### src/rtl/hzd_pkg.sv
package hzd_pkg;

    // Outcome chosen for one source operand.
    typedef enum logic [2:0] {
        PICK_RF     = 3'd0,
        PICK_LIVE   = 3'd1,
        PICK_EXBUF  = 3'd2,
        PICK_MEMBUF = 3'd3,
        PICK_HOLD   = 3'd4
    } pick_t;

    // Producer slots, youngest first.
    localparam int PR_LIVE = 0;
    localparam int PR_DBUF = 1;
    localparam int PR_EBUF = 2;
    localparam int PR_MBUF = 3;
    localparam int N_PROD  = 4;
    localparam int N_OPND  = 2;

endpackage

### src/rtl/hzd_probe.sv
module hzd_probe #(
    parameter int REG_W = 5
) (
    input  logic             use_src,
    input  logic [REG_W-1:0] src,
    input  logic             p_vld,
    input  logic             p_wr,
    input  logic [REG_W-1:0] p_dst,
    output logic             hit
);
    always_comb begin
        hit = use_src && p_vld && p_wr && (p_dst == src);
    end
endmodule

### src/rtl/hzd_pick.sv
module hzd_pick
    import hzd_pkg::*;
#(
    parameter bit FWD_PRE = 1'b1
) (
    input  logic [N_PROD-1:0] hits,
    input  logic              live_rdy,
    input  logic              ebuf_rdy,
    output pick_t             pick
);
    always_comb begin
        if (FWD_PRE && hits[PR_LIVE]) begin
            pick = live_rdy ? PICK_LIVE : PICK_HOLD;
        end else if (!FWD_PRE && hits[PR_DBUF]) begin
            pick = PICK_HOLD;
        end else if (hits[PR_EBUF]) begin
            pick = ebuf_rdy ? PICK_EXBUF : PICK_HOLD;
        end else if (hits[PR_MBUF]) begin
            pick = PICK_MEMBUF;
        end else begin
            pick = PICK_RF;
        end
    end
endmodule

### src/rtl/hzd_opmux.sv
module hzd_opmux
    import hzd_pkg::*;
#(
    parameter int DATA_W = 32
) (
    input  pick_t             pick,
    input  logic [DATA_W-1:0] rf_val,
    input  logic [DATA_W-1:0] live_val,
    input  logic [DATA_W-1:0] ebuf_val,
    input  logic [DATA_W-1:0] mbuf_val,
    output logic [DATA_W-1:0] fwd_val,
    output logic              want_hold
);
    always_comb begin
        want_hold = 1'b0;
        fwd_val   = rf_val;
        unique case (pick)
            PICK_RF:     fwd_val = rf_val;
            PICK_LIVE:   fwd_val = live_val;
            PICK_EXBUF:  fwd_val = ebuf_val;
            PICK_MEMBUF: fwd_val = mbuf_val;
            PICK_HOLD:   want_hold = 1'b1;
            default:     want_hold = 1'b1;
        endcase
    end
endmodule

### src/rtl/hzd_fwd_unit.sv
module hzd_fwd_unit
    import hzd_pkg::*;
#(
    parameter int REG_W   = 5,
    parameter int DATA_W  = 32,
    parameter bit FWD_PRE = 1'b1
) (
    input  logic              use_a,
    input  logic [REG_W-1:0]  src_a,
    input  logic [DATA_W-1:0] rf_a,
    input  logic              use_b,
    input  logic [REG_W-1:0]  src_b,
    input  logic [DATA_W-1:0] rf_b,
    input  logic              live_vld,
    input  logic              live_wr,
    input  logic [REG_W-1:0]  live_dst,
    input  logic              live_rdy,
    input  logic [DATA_W-1:0] live_val,
    input  logic              dbuf_vld,
    input  logic              dbuf_wr,
    input  logic [REG_W-1:0]  dbuf_dst,
    input  logic              ebuf_vld,
    input  logic              ebuf_wr,
    input  logic [REG_W-1:0]  ebuf_dst,
    input  logic              ebuf_rdy,
    input  logic [DATA_W-1:0] ebuf_val,
    input  logic              mbuf_vld,
    input  logic              mbuf_wr,
    input  logic [REG_W-1:0]  mbuf_dst,
    input  logic [DATA_W-1:0] mbuf_val,
    output logic [DATA_W-1:0] opnd_a,
    output logic [DATA_W-1:0] opnd_b,
    output logic              hold
);
    // Producer tag arrays, youngest first.
    logic [N_PROD-1:0]             p_vld;
    logic [N_PROD-1:0]             p_wr;
    logic [N_PROD-1:0][REG_W-1:0]  p_dst;

    // Operand request arrays.
    logic [N_OPND-1:0]              o_use;
    logic [N_OPND-1:0][REG_W-1:0]   o_src;
    logic [N_OPND-1:0][DATA_W-1:0]  o_rf;
    logic [N_OPND-1:0][DATA_W-1:0]  o_fwd;
    logic [N_OPND-1:0]              o_hold;
    logic [N_OPND-1:0][N_PROD-1:0]  o_hits;
    pick_t                          o_pick [N_OPND];

    always_comb begin
        p_vld[PR_LIVE] = live_vld;  p_wr[PR_LIVE] = live_wr;  p_dst[PR_LIVE] = live_dst;
        p_vld[PR_DBUF] = dbuf_vld;  p_wr[PR_DBUF] = dbuf_wr;  p_dst[PR_DBUF] = dbuf_dst;
        p_vld[PR_EBUF] = ebuf_vld;  p_wr[PR_EBUF] = ebuf_wr;  p_dst[PR_EBUF] = ebuf_dst;
        p_vld[PR_MBUF] = mbuf_vld;  p_wr[PR_MBUF] = mbuf_wr;  p_dst[PR_MBUF] = mbuf_dst;
        o_use[0] = use_a;  o_src[0] = src_a;  o_rf[0] = rf_a;
        o_use[1] = use_b;  o_src[1] = src_b;  o_rf[1] = rf_b;
    end

    for (genvar op = 0; op < N_OPND; op++) begin : g_opnd
        for (genvar pr = 0; pr < N_PROD; pr++) begin : g_prod
            hzd_probe #(.REG_W(REG_W)) u_probe (
                .use_src (o_use[op]),
                .src     (o_src[op]),
                .p_vld   (p_vld[pr]),
                .p_wr    (p_wr[pr]),
                .p_dst   (p_dst[pr]),
                .hit     (o_hits[op][pr])
            );
        end

        hzd_pick #(.FWD_PRE(FWD_PRE)) u_pick (
            .hits     (o_hits[op]),
            .live_rdy (live_rdy),
            .ebuf_rdy (ebuf_rdy),
            .pick     (o_pick[op])
        );

        hzd_opmux #(.DATA_W(DATA_W)) u_mux (
            .pick      (o_pick[op]),
            .rf_val    (o_rf[op]),
            .live_val  (live_val),
            .ebuf_val  (ebuf_val),
            .mbuf_val  (mbuf_val),
            .fwd_val   (o_fwd[op]),
            .want_hold (o_hold[op])
        );
    end

    // A hold on either operand freezes both at register-file values.
    always_comb begin
        hold   = |o_hold;
        opnd_a = hold ? rf_a : o_fwd[0];
        opnd_b = hold ? rf_b : o_fwd[1];
    end
endmodule

### config.mk
export PLATFORM = sky130hd
export DESIGN_NAME = hzd_fwd_unit
export DESIGN_NICKNAME = d
export VERILOG_FILES = /design/src/rtl/hzd_pkg.sv /design/src/rtl/hzd_probe.sv /design/src/rtl/hzd_pick.sv /design/src/rtl/hzd_opmux.sv /design/src/rtl/hzd_fwd_unit.sv
export SDC_FILE = /design/constraint.sdc
export NUM_CORES = 1
export LEC_CHECK = 0
export BUFFER_PORTS_ARGS = -buffer_cell sky130_fd_sc_hd__buf_2
export CAP_MARGIN = 10
export CORE_MARGIN = 2
export CORE_UTILIZATION = 40
export DETAILED_ROUTE_END_ITERATION = 10
export PLACE_DENSITY_LB_ADDON = 0.2
export SYNTH_ARGS = -nofsm -noshare
export SYNTH_HDL_FRONTEND = slang
export SYNTH_HIERARCHICAL = 1
export SYNTH_SLANG_ARGS = --single-unit
### constraint.sdc
create_clock -name vclk -period 2.2
set_input_delay 0 -clock vclk [all_inputs]
set_output_delay 0 -clock vclk [all_outputs]
set_load 0.05 [all_outputs]
==> impl_metrics.toml, run 1 <==
[power]
clockPowerShare_pct = 0
seqPwrFrac_pct = 0
powerDensity_mw_per_mm2 = 184.3
sw_frac_of_total_pct = 50.71
netSwitchingPower_mw = 0.7300
combPwrFrac_pct = 100.0
p_leak_nw = 3.547
internal_power_mw = 0.7097
vdd_drop_max_v = 0.0001419
total_power_mw = 1.440

[final_layout]
nFlopsAndLatches = 0
seqCellArea_um2 = 0
nNetsFinal = 1002
design_area_mm2 = 0.007811
area_growth_pct = 82.97
clock_buffers = 0
diodes = 0
fin_util_pct = 75.66
drive_gt1_share_pct = 72.18

[setup_path]
cp.arrival_ns = 2.44
path_max_fanout = 7
worst-setup-path-type = "in -> out"
required_ns = 2.20
cp-end-kind = "output pin"
start_kind = "input port"

[logic_synthesis]
avgSynthCellArea_um2 = 8.454
yosysWarningCount = 6
syn_inst = 505
syn_nets = 707
syn-cell-area_mm2 = 0.004269

[placed_design]
place_area_mm2 = 0.005822
gp_congestion = 0.8686
dp_hpwl_um = 11480
place_ws_ns = -0.3344
io_buffers = 260

[drt]
wl_met3_um = 1597
wire_per_inst_um = 21.14
wl_met2_um = 10390
firstDrtPassIters = 5
drtIter0Drc = 346
vias = 5595
met1_length_um = 7216
wl_um = 19750
via_per_inst = 5.990
top_layer = "met4"
drc_errors = 0
ant_nets = 0

[floorplanning]
ios = 267
rows = 37
die_area_mm2 = 0.01152
fp.dieH_um = 107.3
die_width_um = 107.3
design.core.area_mm2 = 0.01032
start_util_pct = 41.35

[sta]
setup_ws_ns = -0.2372
setup_viol_count_final = 57
tightest_slew_ns = 0.3165
finalCritPeriodShare_pct = 110.8
rsz0062_at_grt = "true"
final-max-slew-violation-count = 0
layout_min_cycle_time_ns = 2.437
hold_ws_ns = 0.3846
hold_viol = 0
timing.fmax_ghz = 0.4103
relSlewSlack_pct = 78.90

[grt]
grt_max_degree = 35
grt_pass1_vias = 5237
antenna_found_initial = 0
grt_usage_pct = 28.34
grt_first_pass_wirelength_um = 26280
grt_overflow_total = 0

[clock_network]
postCtsHoldBufs = 0

[outcome]
violations = "negative setup slack"
status = "complete, but fails checks"

[min_path]
hold_path.class = "in -> out"

[flow_run]
cap_violations = 0
power groups by stage:
| stage | Combinational (mW) | Clock (mW) | Sequential [mW] |
|---|---|---|---|
| 4_1_cts | 1.27 | 0 | 0 |
| 3_3_place_gp | 1.07 | 0 | 0 |
| 2_1_floorplan | 0.722 | 0 | 0 |
| 6_report | 1.44 | 0 | 0 |
| 5_1_grt | 1.50 | 0 | 0 |
| 3_5_place_dp | 1.09 | 0 | 0 |
metal layers:
metal	GRT usage, %	vias up
li1	-	2485
met1	33.54	2689
met2	54.48	361
met3	3.087	60
met4	5.751	0
met5	0	-
through the flow:
step	setup TNS, ns	instances
finish	-3.123	934
global route	-8.738	934
CTS	-0.1538	926
detailed placement	-17.53	882
global placement	-11.62	882
floorplan	0	505
timing repair:
| action | CTS | global route |
|---|---|---|
| resized for setup | 185 | 182 |
| pin swaps | 27 | 51 |
| endpoints found under the setup margin | 64 | 64 |
| cloned | 9 | 1 |
| setup buffers | 36 | 9 |
layout make-up:
cell class,instances,area (um2)
multi-input combinational,454,4539
timing repair buffer,343,3098
fill,670,2512
tap,136,170.2
inverter,1,3.754
critical path, cell delays in order:
cell and delay, ns:
buf_8 0.11, xnor2_2 0.15, nand4_1 0.15, nor3_2 0.29, nand2b_4 0.09, o21ai_4 0.17
buf_12 0.17, buf_12 0.12, buf_8 0.10, mux2_4 0.30, a22oi_2 0.17, o21ai_1 0.16
mux2_4 0.31, buf_8 0.15
layout by cell type, fill, tap and decap left out, types with 2 or more instances in the layout:
cell type	count
buf_6	46
buf_12	21
nand4_1	6
a21oi_4	3
nor3_2	6
nand2_1	4
mux2_2	8
buf_16	3
a22oi_1	12
xnor2_2	16
nor2b_1	64
buf_8	57
o21ai_4	2
buf_4	37
a21oi_2	11
buf_2	177
xnor2_1	7
nor2b_4	7
a22oi_2	52
nand2b_4	3
nand3_1	6
o21ai_1	63
mux2i_4	2
mux2_4	120
xor2_1	6
a21oi_1	52
worst paths after layout:
check / from / slack (ns) / endpoint / cells past startpoint
hold / removal: rf_b[18] / 0.38 / opnd_b[18] / 3
setup / recovery: src_b[1] / -0.24 / opnd_b[30] / 14
Note: power is estimated with default switching activity, not from simulation.
==> run 2, diff against run 1 <==
--- a/config.mk
+++ b/config.mk
@@ -7,7 +7,6 @@
 export LEC_CHECK = 0
 export BUFFER_PORTS_ARGS = -buffer_cell sky130_fd_sc_hd__buf_2
 export CAP_MARGIN = 10
-export CORE_MARGIN = 2
 export CORE_UTILIZATION = 40
 export DETAILED_ROUTE_END_ITERATION = 10
 export PLACE_DENSITY_LB_ADDON = 0.2
==> run 2 against run 1 <==
  * The run still ends with negative setup slack left
  * Final area rose by 1.7%
  * Final cell count rose by 0.11%
  * Fmax rose by 8.2%
  * Non-clock buffer count up 4
  * Setup slack gained 0.18 ns
  * Via count is 2.7% lower
  * Count of clock-buffer cells in the layout unchanged
  * Critical path depth stayed put
  * Routed wire length shrank 6.5%
  * Global-route usage is 0.91 points lower
  * Largest power group unchanged
  * Highest routed layer is now met5
==> impl_metrics.toml, run 2 (synthesized netlist as in run 1, its figures left out) <==
[floorplanning]
start_util_pct = 41.35
design.core.area_mm2 = 0.01032
die_width_um = 105.3
ios = 267
die_area_mm2 = 0.01109
fp.dieH_um = 105.3
rows = 37

[grt]
antenna_found_initial = 1
grt_usage_pct = 27.43
grt_overflow_total = 0
grt_max_degree = 33
grt_first_pass_wirelength_um = 25180
grt_pass1_vias = 5191

[min_path]
hold_path.class = "in -> out"

[final_layout]
fill_cells = 683
finalNonFillerCells = 935
mostFrequentLayoutCell = "buf_2"
clock_buffers = 0
drive_gt1_share_pct = 72.84
final_cell_mix = "buf_2 (184), mux2_4 (123), nor2b_1 (64)"
seqCellArea_um2 = 0
multi_input_area_mm2 = 0.004518
area_growth_pct = 86.05
diodes = 0
design_area_mm2 = 0.007943
nNetsFinal = 1003
nFlopsAndLatches = 0

[drt]
wire_per_inst_um = 19.75
firstDrtPassIters = 5
drtIter0Drc = 274
via_per_inst = 5.821
drc_errors = 0
ant_nets = 0
wl_um = 18470
vias = 5443

[sta]
layout_min_cycle_time_ns = 2.253
timing.fmax_ghz = 0.4439
final-max-slew-violation-count = 0
setup_ws_ns = -0.05267
finalCritPeriodShare_pct = 102.4
hold_viol = 0
tightest_slew_ns = 0.4208
setup_viol_count_final = 52
fin_tns_setup_ns = -1.135
relSlewSlack_pct = 71.95
rsz0062_at_grt = "true"

[power]
p_leak_nw = 3.639
vdd_drop_max_v = 0.0001381
powerDensity_mw_per_mm2 = 182.5

[setup_path]
worst-setup-path-type = "in -> out"
worstPathCellList = "buf_8, buf_6, xnor2_2, nand4_1, nor3_2, nand2b_4, o21ai_4, buf_12, buf_16, mux2_4, a22oi_2, o21ai_1, mux2_4, buf_8"
crit_slowest_cell = "mux2_4"
path_max_fanout = 8
start_kind = "input port"
required_ns = 2.20
cp.arrival_ns = 2.25
cp-end-kind = "output pin"
max_stage_delay_ns = 0.30

[outcome]
violations = "negative setup slack"
status = "complete, but fails checks"

[flow_run]
cap_violations = 0

[placed_design]
io_buffers = 260
gp_congestion = 0.8381
dp_hpwl_um = 11670
place_area_mm2 = 0.005979
dpl.cell_count = 897

[clock_network]
postCtsHoldBufs = 0
[run 2: cell count changes in the layout (fill, tap and decap cells not counted), sizes merged]
cell | previous run | this run
clkbuf | 1 | 8
buf | 341 | 338
nor2b | 71 | 68
[run 2: per-layer routing]
layer  vias up  GRT usage [%]  routed length [um]
li1       2489              -                   -
met1      2597          33.02                7240
met2       302          52.87                9477
met3        53          2.041                1173
met4         2          5.030                 565
met5         -              0                  13
[run 2: metrics by stage]
| step | power (mW) | utilization [%] | setup WS [ns] | hold slack, ns |
|---|---|---|---|---|
| after floorplan | 0.7223 | - | 0.2639 | 0.2238 |
| after global placement | 1.089 | 57.92 | -0.1469 | 0.3828 |
| after detailed placement | 1.107 | 57.92 | -0.2050 | 0.3818 |
| after CTS | 1.293 | 68.09 | -0.05782 | 0.3811 |
| after global routing | 1.510 | 76.94 | -0.1831 | 0.3931 |
| final | 1.450 | 76.94 | -0.05267 | 0.3834 |
[run 2: timing repair]
item                       4_1_cts  5_1_grt
buffers inserted                20        5
resized for setup              188      166
pin swaps                       21       66
setup endpoints to repair       64       64
cloned                           6        9
[run 2: cell type report]
class                      count  share of cell area [%]
multi-input combinational    451                   56.88
timing repair buffer         347                   40.93
tap                          136                   2.142
inverter                       1                 0.04726
[run 2: power breakdown]
group	leakage [nW]	internal (mW)	switching, mW
logic	3.64	0.728	0.722
registers	0	0	0
clock network	0	0	0
[run 2: worst paths after layout]
path,start,endpoint,cells after the start
max,src_b[1],opnd_b[27],14
min,rf_b[29],opnd_b[29],3
[run 2: worst max-delay path: cells and delay by family]
family                    cells  cell delay [ns]
and+or+nand+nor               3             0.57
xor gates and xnor gates      1             0.12
buffers and inverters         5             0.67
muxes                         2             0.59
AOI/OAI and AO/OA             3             0.29
